[src/rtl/node_admit_pkg.sv]
package node_admit_pkg;
  typedef enum logic [2:0] {
    POL_STRICT  = 3'd0,
    POL_LINK2   = 3'd1,
    POL_LINK1   = 3'd2,
    POL_RELAY   = 3'd3,
    POL_EITHER  = 3'd4
  } policyT;

  typedef struct packed {
    logic load;
    logic accept;
  } ctrlStrobeT;
endpackage

[src/rtl/node_admit_ctrl.sv]
module node_admit_ctrl
  import node_admit_pkg::*;
#(
  parameter int NUM_XCVR = 4,
  parameter int MIN_LINKS_COMPUTE = 1,
  parameter int MIN_LINKS_RELAY = 2,
  parameter int MIN_LINKS_T2 = 2,
  localparam int CNT_W = $clog2(NUM_XCVR + 1)
) (
  input  logic             statusValid,
  input  logic             cfgOk,
  input  logic             computeOk,
  input  logic [2:0]       policySel,
  input  logic [CNT_W-1:0] goodCount,
  output ctrlStrobeT       strobes
);
  logic allLinks;
  logic computeNode;
  logic t2Node;
  logic relayNode;
  logic acceptNow;

  always_comb begin
    allLinks    = goodCount == CNT_W'(NUM_XCVR);
    computeNode = cfgOk && computeOk && (goodCount >= CNT_W'(MIN_LINKS_COMPUTE));
    t2Node      = cfgOk && computeOk && (goodCount >= CNT_W'(MIN_LINKS_T2));
    relayNode   = cfgOk && (goodCount >= CNT_W'(MIN_LINKS_RELAY));
    case (policyT'(policySel))
      POL_LINK2:  acceptNow = t2Node;
      POL_LINK1:  acceptNow = computeNode;
      POL_RELAY:  acceptNow = relayNode;
      POL_EITHER: acceptNow = computeNode || relayNode;
      default:    acceptNow = cfgOk && computeOk && allLinks;
    endcase
    strobes.load   = statusValid;
    strobes.accept = acceptNow;
  end
endmodule

[src/rtl/node_admit_dp.sv]
module node_admit_dp
  import node_admit_pkg::*;
#(
  parameter int NUM_XCVR = 4,
  parameter int MAX_FAILED_OK = 2,
  localparam int CNT_W = $clog2(NUM_XCVR + 1)
) (
  input  logic                clk,
  input  logic                rstN,
  input  ctrlStrobeT          strobes,
  input  logic [NUM_XCVR-1:0] xcvrOk,
  input  logic                computeOk,
  output logic [CNT_W-1:0]    goodCount,
  output logic                nodeEnable,
  output logic                computeEnable,
  output logic [NUM_XCVR-1:0] xcvrEnable,
  output logic                linkShortage
);
  localparam int SHORT_BELOW = NUM_XCVR - MAX_FAILED_OK;

  always_comb begin
    goodCount = '0;
    for (int i = 0; i < NUM_XCVR; i++) begin
      goodCount = goodCount + CNT_W'(xcvrOk[i]);
    end
  end

  always_ff @(posedge clk or negedge rstN) begin
    if (!rstN) begin
      nodeEnable    <= 1'b0;
      computeEnable <= 1'b0;
      xcvrEnable    <= '0;
      linkShortage  <= 1'b0;
    end else if (strobes.load) begin
      nodeEnable    <= strobes.accept;
      computeEnable <= strobes.accept && computeOk;
      xcvrEnable    <= strobes.accept ? xcvrOk : '0;
      linkShortage  <= goodCount < CNT_W'(SHORT_BELOW);
    end
  end
endmodule

[src/rtl/node_admit.sv]
module node_admit
  import node_admit_pkg::*;
#(
  parameter int NUM_XCVR = 4
) (
  input  logic                clk,
  input  logic                rstN,
  input  logic                statusValid,
  input  logic [NUM_XCVR-1:0] xcvrOk,
  input  logic                cfgOk,
  input  logic                computeOk,
  input  logic [2:0]          policySel,
  output logic                nodeEnable,
  output logic                computeEnable,
  output logic [NUM_XCVR-1:0] xcvrEnable,
  output logic                linkShortage
);
  localparam int CNT_W = $clog2(NUM_XCVR + 1);

  ctrlStrobeT       strobes;
  logic [CNT_W-1:0] goodCount;

  node_admit_ctrl #(.NUM_XCVR(NUM_XCVR)) ctrlInst (
    .statusValid(statusValid),
    .cfgOk(cfgOk),
    .computeOk(computeOk),
    .policySel(policySel),
    .goodCount(goodCount),
    .strobes(strobes)
  );

  node_admit_dp #(.NUM_XCVR(NUM_XCVR)) dpInst (
    .clk(clk),
    .rstN(rstN),
    .strobes(strobes),
    .xcvrOk(xcvrOk),
    .computeOk(computeOk),
    .goodCount(goodCount),
    .nodeEnable(nodeEnable),
    .computeEnable(computeEnable),
    .xcvrEnable(xcvrEnable),
    .linkShortage(linkShortage)
  );
endmodule

[config.mk]
export PLATFORM = sky130hd
export DESIGN_NAME = node_admit
export DESIGN_NICKNAME = d
export VERILOG_FILES = /design/src/rtl/node_admit_pkg.sv /design/src/rtl/node_admit_ctrl.sv /design/src/rtl/node_admit_dp.sv /design/src/rtl/node_admit.sv
export SDC_FILE = /design/constraint.sdc
export NUM_CORES = 1
export LEC_CHECK = 0
export BUFFER_PORTS_ARGS = -buffer_cell sky130_fd_sc_hd__buf_2
export CAP_MARGIN = 20
export CORE_AREA = 2 2 39 41
export DETAILED_ROUTE_END_ITERATION = 8
export DIE_AREA = 0 0 41 43
export SETUP_SLACK_MARGIN = 0.4
export SLEW_MARGIN = 20
export SYNTH_ARGS = -nofsm -noshare
export SYNTH_HDL_FRONTEND = slang
export SYNTH_SLANG_ARGS = --single-unit
[constraint.sdc]
create_clock -name clk -period 0.83 [get_ports clk]
set_input_delay 0.083 -clock clk [delete_from_list [all_inputs] [get_ports clk]]
set_output_delay 0.083 -clock clk [all_outputs]
set_load 0.02 [all_outputs]
# Word level (Yosys, flattened, before mapping)
# Index checks and enable logic that the tools add are counted.
# word_totals
register_bits	7
in_bits	12
word_cells	24
# classes
n_mux	2
n_lt_le_gt_ge	3
eq_ne	5
n_reduce_logical	7
addsub	3
# op_table
operator	n
adder 3 x 1 -> 3 bit	2
equality test 3 x 2 -> 1 bit (second input constant)	2
equality test 3 bit (second input constant)	2
logical AND 1 bit	6
two-way mux 4 bit	1
case mux 1 bit (4 select lines)	1
equality test 3 x 1 -> 1 bit (second input constant)	1
>= comparator 3 x 1 -> 1 bit (second input constant)	1
>= comparator 3 x 2 -> 1 bit (second input constant)	1
< comparator 3 x 2 -> 1 bit (second input constant)	1
adder 1 x 1 -> 2 bit	1
logical OR 1 bit	1

# Longest topological paths before layout
# depth
word_depth	8
mapped_depth	9
mapped_depth_nobuf	9

# By module
# Synthesis repeated with hierarchy kept, for this count alone.
# unflattened
cells_unflattened	43
hier_area_um2	416.6
# modules_own_cells
mod	cells_each	n_inst	area_per_inst_um2
node_admit_dp	31	1	342.8
node_admit_ctrl	12	1	73.8

# Worst setup path after synthesis
# No wires, ideal clock.
# synth_timing
kind	input to register
start	input xcvrOk[0]
end	register dpInst.xcvrEnable[2]
setup_slack_ps	-1141
setup_time_ps	101
t_arrival_ps	1870
required_time_ps	729
cell_stages	9
path_buffers	0
cell_sequence	ha_1 inv_1 fa_1 inv_1 ha_1 o31a_1 nor4_1 a21oi_2 o311ai_2
# synth_via
elab_chain_len	8
# synth_rtl
item	line	source
start: declaration	node_admit.sv:9	input logic [NUM_XCVR-1:0] xcvrOk,
adder 1 x 1 -> 2 bit *	node_admit_dp.sv:24	goodCount = goodCount + CNT_W'(xcvrOk[i]);
adder 3 x 1 -> 3 bit * (2 in a row)	node_admit_dp.sv:24	
>= comparator 3 x 1 -> 1 bit / >= comparator 3 x 2 -> 1 bit (equally long branches)	node_admit_ctrl.sv:25, node_admit_ctrl.sv:26, node_admit_ctrl.sv:27	
logical AND 1 bit (on tied branches)	node_admit_ctrl.sv:25, node_admit_ctrl.sv:27	
logical OR 1 bit	node_admit_ctrl.sv:32	POL_EITHER: acceptNow = computeNode || relayNode;
case mux 1 bit (4 select lines) *	node_admit_ctrl.sv:28	case (policyT'(policySel))
two-way mux 4 bit *	node_admit_dp.sv:37	xcvrEnable <= strobes.accept ? xcvrOk : '0;
end signal: assignment	node_admit_dp.sv:37	
end: declaration	node_admit_dp.sv:16	output logic [NUM_XCVR-1:0] xcvrEnable,
# Every way passes the cells marked *; elsewhere a longest branch is shown, timed or not.
# A chain may end at the register's enable or synchronous reset.

# Worst setup path in the final report
# layout_timing
start	input xcvrOk[1]
end	register dpInst.xcvrEnable[2]
# The elaborated chain is that of the path after synthesis.

==> results.ini <==
[worst_hold_path]
hp-class=in -> reg
holdCritStartpoint=xcvrOk[3]
hold_end=dpInst.xcvrEnable[3]$_DFFE_PN0P_
holdPathStages=3

[pwr]
swShare=0.309
worst_ir_drop_vdd_mv=0.710
power.leakage_nw=0.422
seq_power_share=0.336
p_switching_mw=0.360
power.share.clock=0.284
p_int_mw=0.806
pwr-share-comb=0.380
power_density_nw_per_um2=1280

[cts]
cts_sinks=7
cts-root-buf=clkbuf_4
clk_latency_ns=0.25
htreeDepth=1
tritoncts=yes
cts.clk_slew.worst_paths_ns=0.06
cts_buffer_depth=2
cts_made_buffers=3

[global_route]
grt_usage=0.196
antenna_found_initial=0
grt_max_degree=9
grt_overflow=0
first_global_vias=571
grt_pass1_wl_um=2330

[die]
boundaryPins=19
coreArea_um2=1380
fp.dieArea_um2=1760
die_x_um=41
die-height_um=43
rows=14
start_util=0.358

[cells_and_area]
fin_util=0.657
area_growth_pct=83.6
final_cells=113
nets=115
finalInstanceArea_um2=910
layout-drive-gt1-share=0.629
antenna_cells=0

[yosys]
synth-seq-area-share=0.354
netlist_area_um2=495
yosysWarnings=0
synthCells=53
avgSynthCellArea_um2=9.35
yosysMostFrequentCell=inv_1
synth_edf_count=0
ys_ff_latch=7
syn_nets=70
ys_types=22
yosysTopAreaCell=dfrtp_1
synthArstFlopShare=1.00
synth_common_cells=9 x inv_1, 7 x dfrtp_1, 7 x nand2_1
ys.flop_type=dfrtp_1
ys_top_cells_by_area=dfrtp_1 35%, ha_1 10%, inv_1 6.8%, o311ai_2 6.6%, nand2_1 5.3%
synth_top_area_frac=0.354

[worst_setup_path]
max_stage_delay_ns=0.35
crit_fanout=6
worst-path-buf-inv=3
reg2reg_depth=3
cp_top_family=adder cells
ff2ff_setup_slack_ns=0.01
setup.worst_path.end_class=flop
r2r-end=dpInst.nodeEnable$_DFFE_PN0P_
critical_path_class=in -> reg
r2r_start=dpInst.nodeEnable$_DFFE_PN0P_
path_depth=10
cp.required_ns=0.99
crit_chain=buf_8, ha_4, inv_2, fa_2, inv_2, ha_4, o31a_1, nor4_2, a21oi_2, o311ai_2
worstSetupStartpointType=input pin
slowest_stage=fa_2
arrival_ns=1.88

[sta]
period_share=2.08
timing.final.ws_setup_ns=-0.898
relSlewSlack=0.726
rsz0062_at_grt=yes
finalClockSkew_ns=0
slew_violations=0
fmax_mhz=579
hold_violations=0
final.setup.tns_ns=-6.11
setup_viol=14
period_needed_ns=1.73
worst_pin_slew_ns=0.412

[job]
cap_violations=0

[drt]
drt-pass1-iter-count=4
vias_per_cell=4.80
vias=542
wl_per_cell_um=12.7
ant_nets=0
drc=0
wl_um=1440
drt-initial-drc-count=6

[outcome]
status=complete, but fails checks
violations=setup timing

[placement]
hpwlAfterDp_um=1000
io_buffers=18
routabilityCongestion=0.702
dp.cells=106
place_area_um2=792

power by group through the flow:
stage	Sequential, mW	Clock (mW)	Combinational (mW)
floorplan	0.426	0	0.147
detailed placement	0.390	0	0.379
global route	0.396	0.362	0.486
CTS	0.391	0.330	0.441
finish	0.392	0.331	0.442
global placement	0.389	0	0.373
repair_timing:
item / CTS / global route
hold buffers: 1 / 0
setup buffers: 2 / 0
gates resized for setup: 19 / 1
setup endpoints to repair: 14 / 14
pin swaps: 2 / 1
endpoints found under the hold margin: 7 / 0
cells by family after synthesis:
| logic type | count (synthesis) | synth area share |
|---|---|---|
| mux | 1 | 0.0227 |
| fa+ha+maj | 5 | 0.141 |
| xor+xnor | 1 | 0.0177 |
| simple gates | 16 | 0.152 |
| compound gates | 13 | 0.237 |
| flops | 7 | 0.354 |
| buf+inv | 10 | 0.0757 |
cell usage in the layout, fill, tap and decap left out, types with 2 or more instances in the layout:
cell type  count
buf_4         21
buf_2          9
buf_6          9
inv_1          7
nand2_1        7
dfrtp_2        5
nand3_1        4
clkbuf_4       3
inv_2          2
o21ai_0        2
o21ai_1        2
nor2_1         2
o221ai_1       2
o311ai_2       2
ha_4           2
dfrtp_1        2
sequential cells by signal, indices dropped and copies added, names as in the netlist:
register              flops
dpInst.linkShortage       1
dpInst.nodeEnable         1
dpInst.xcvrEnable         4
dpInst.computeEnable      1
worst reg2reg max path: stages (launching register included):
cell and delay [ns]:
dfrtp_2 0.41, buf_4 0.13, nor2_1 0.09, a31oi_1 0.06
layout make-up:
type	instances	area [um^2]
Multi-Input combinational cell	36	319
Inverter	9	33.8
Sequential cell	7	181
Fill cell	122	474
Clock buffer	4	26.3
Tap cell	16	20.0
Timing Repair Buffer	41	329
metal layers:
| layer | track usage | vias to the layer above | wire length [um] |
|---|---|---|---|
| met1 | 0.244 | 257 | 633 |
| met5 | 0 | - | 0 |
| met3 | 0.0314 | 0 | 28 |
| li1 | - | 277 | - |
| met2 | 0.319 | 8 | 773 |
| met4 | 0.0800 | 0 | 0 |
worst max-delay path by stage:
stage	startpoint	to	slack (ns)
global placement	xcvrOk[1]	dpInst.xcvrEnable[3]$_DFFE_PN0P_	-1.17
finish	xcvrOk[1]	dpInst.xcvrEnable[2]$_DFFE_PN0P_	-0.90
CTS	xcvrOk[1]	dpInst.xcvrEnable[3]$_DFFE_PN0P_	-0.89
floorplan	xcvrOk[1]	dpInst.xcvrEnable[3]$_DFFE_PN0P_	-0.97
global route	xcvrOk[1]	dpInst.xcvrEnable[2]$_DFFE_PN0P_	-1.01
detailed placement	xcvrOk[1]	dpInst.xcvrEnable[3]$_DFFE_PN0P_	-1.20
through the flow:
stage          power, mW  setup WS, ns  hold slack (ns)
5_1_grt             1.24         -1.01           0.0951
2_1_floorplan      0.573        -0.966           -0.213
4_1_cts             1.16        -0.889           0.0909
3_5_place_dp       0.769         -1.20          -0.0715
3_3_place_gp       0.762         -1.17          -0.0766
6_report            1.17        -0.898           0.0864
Note: power is estimated with default switching activity, not from simulation.
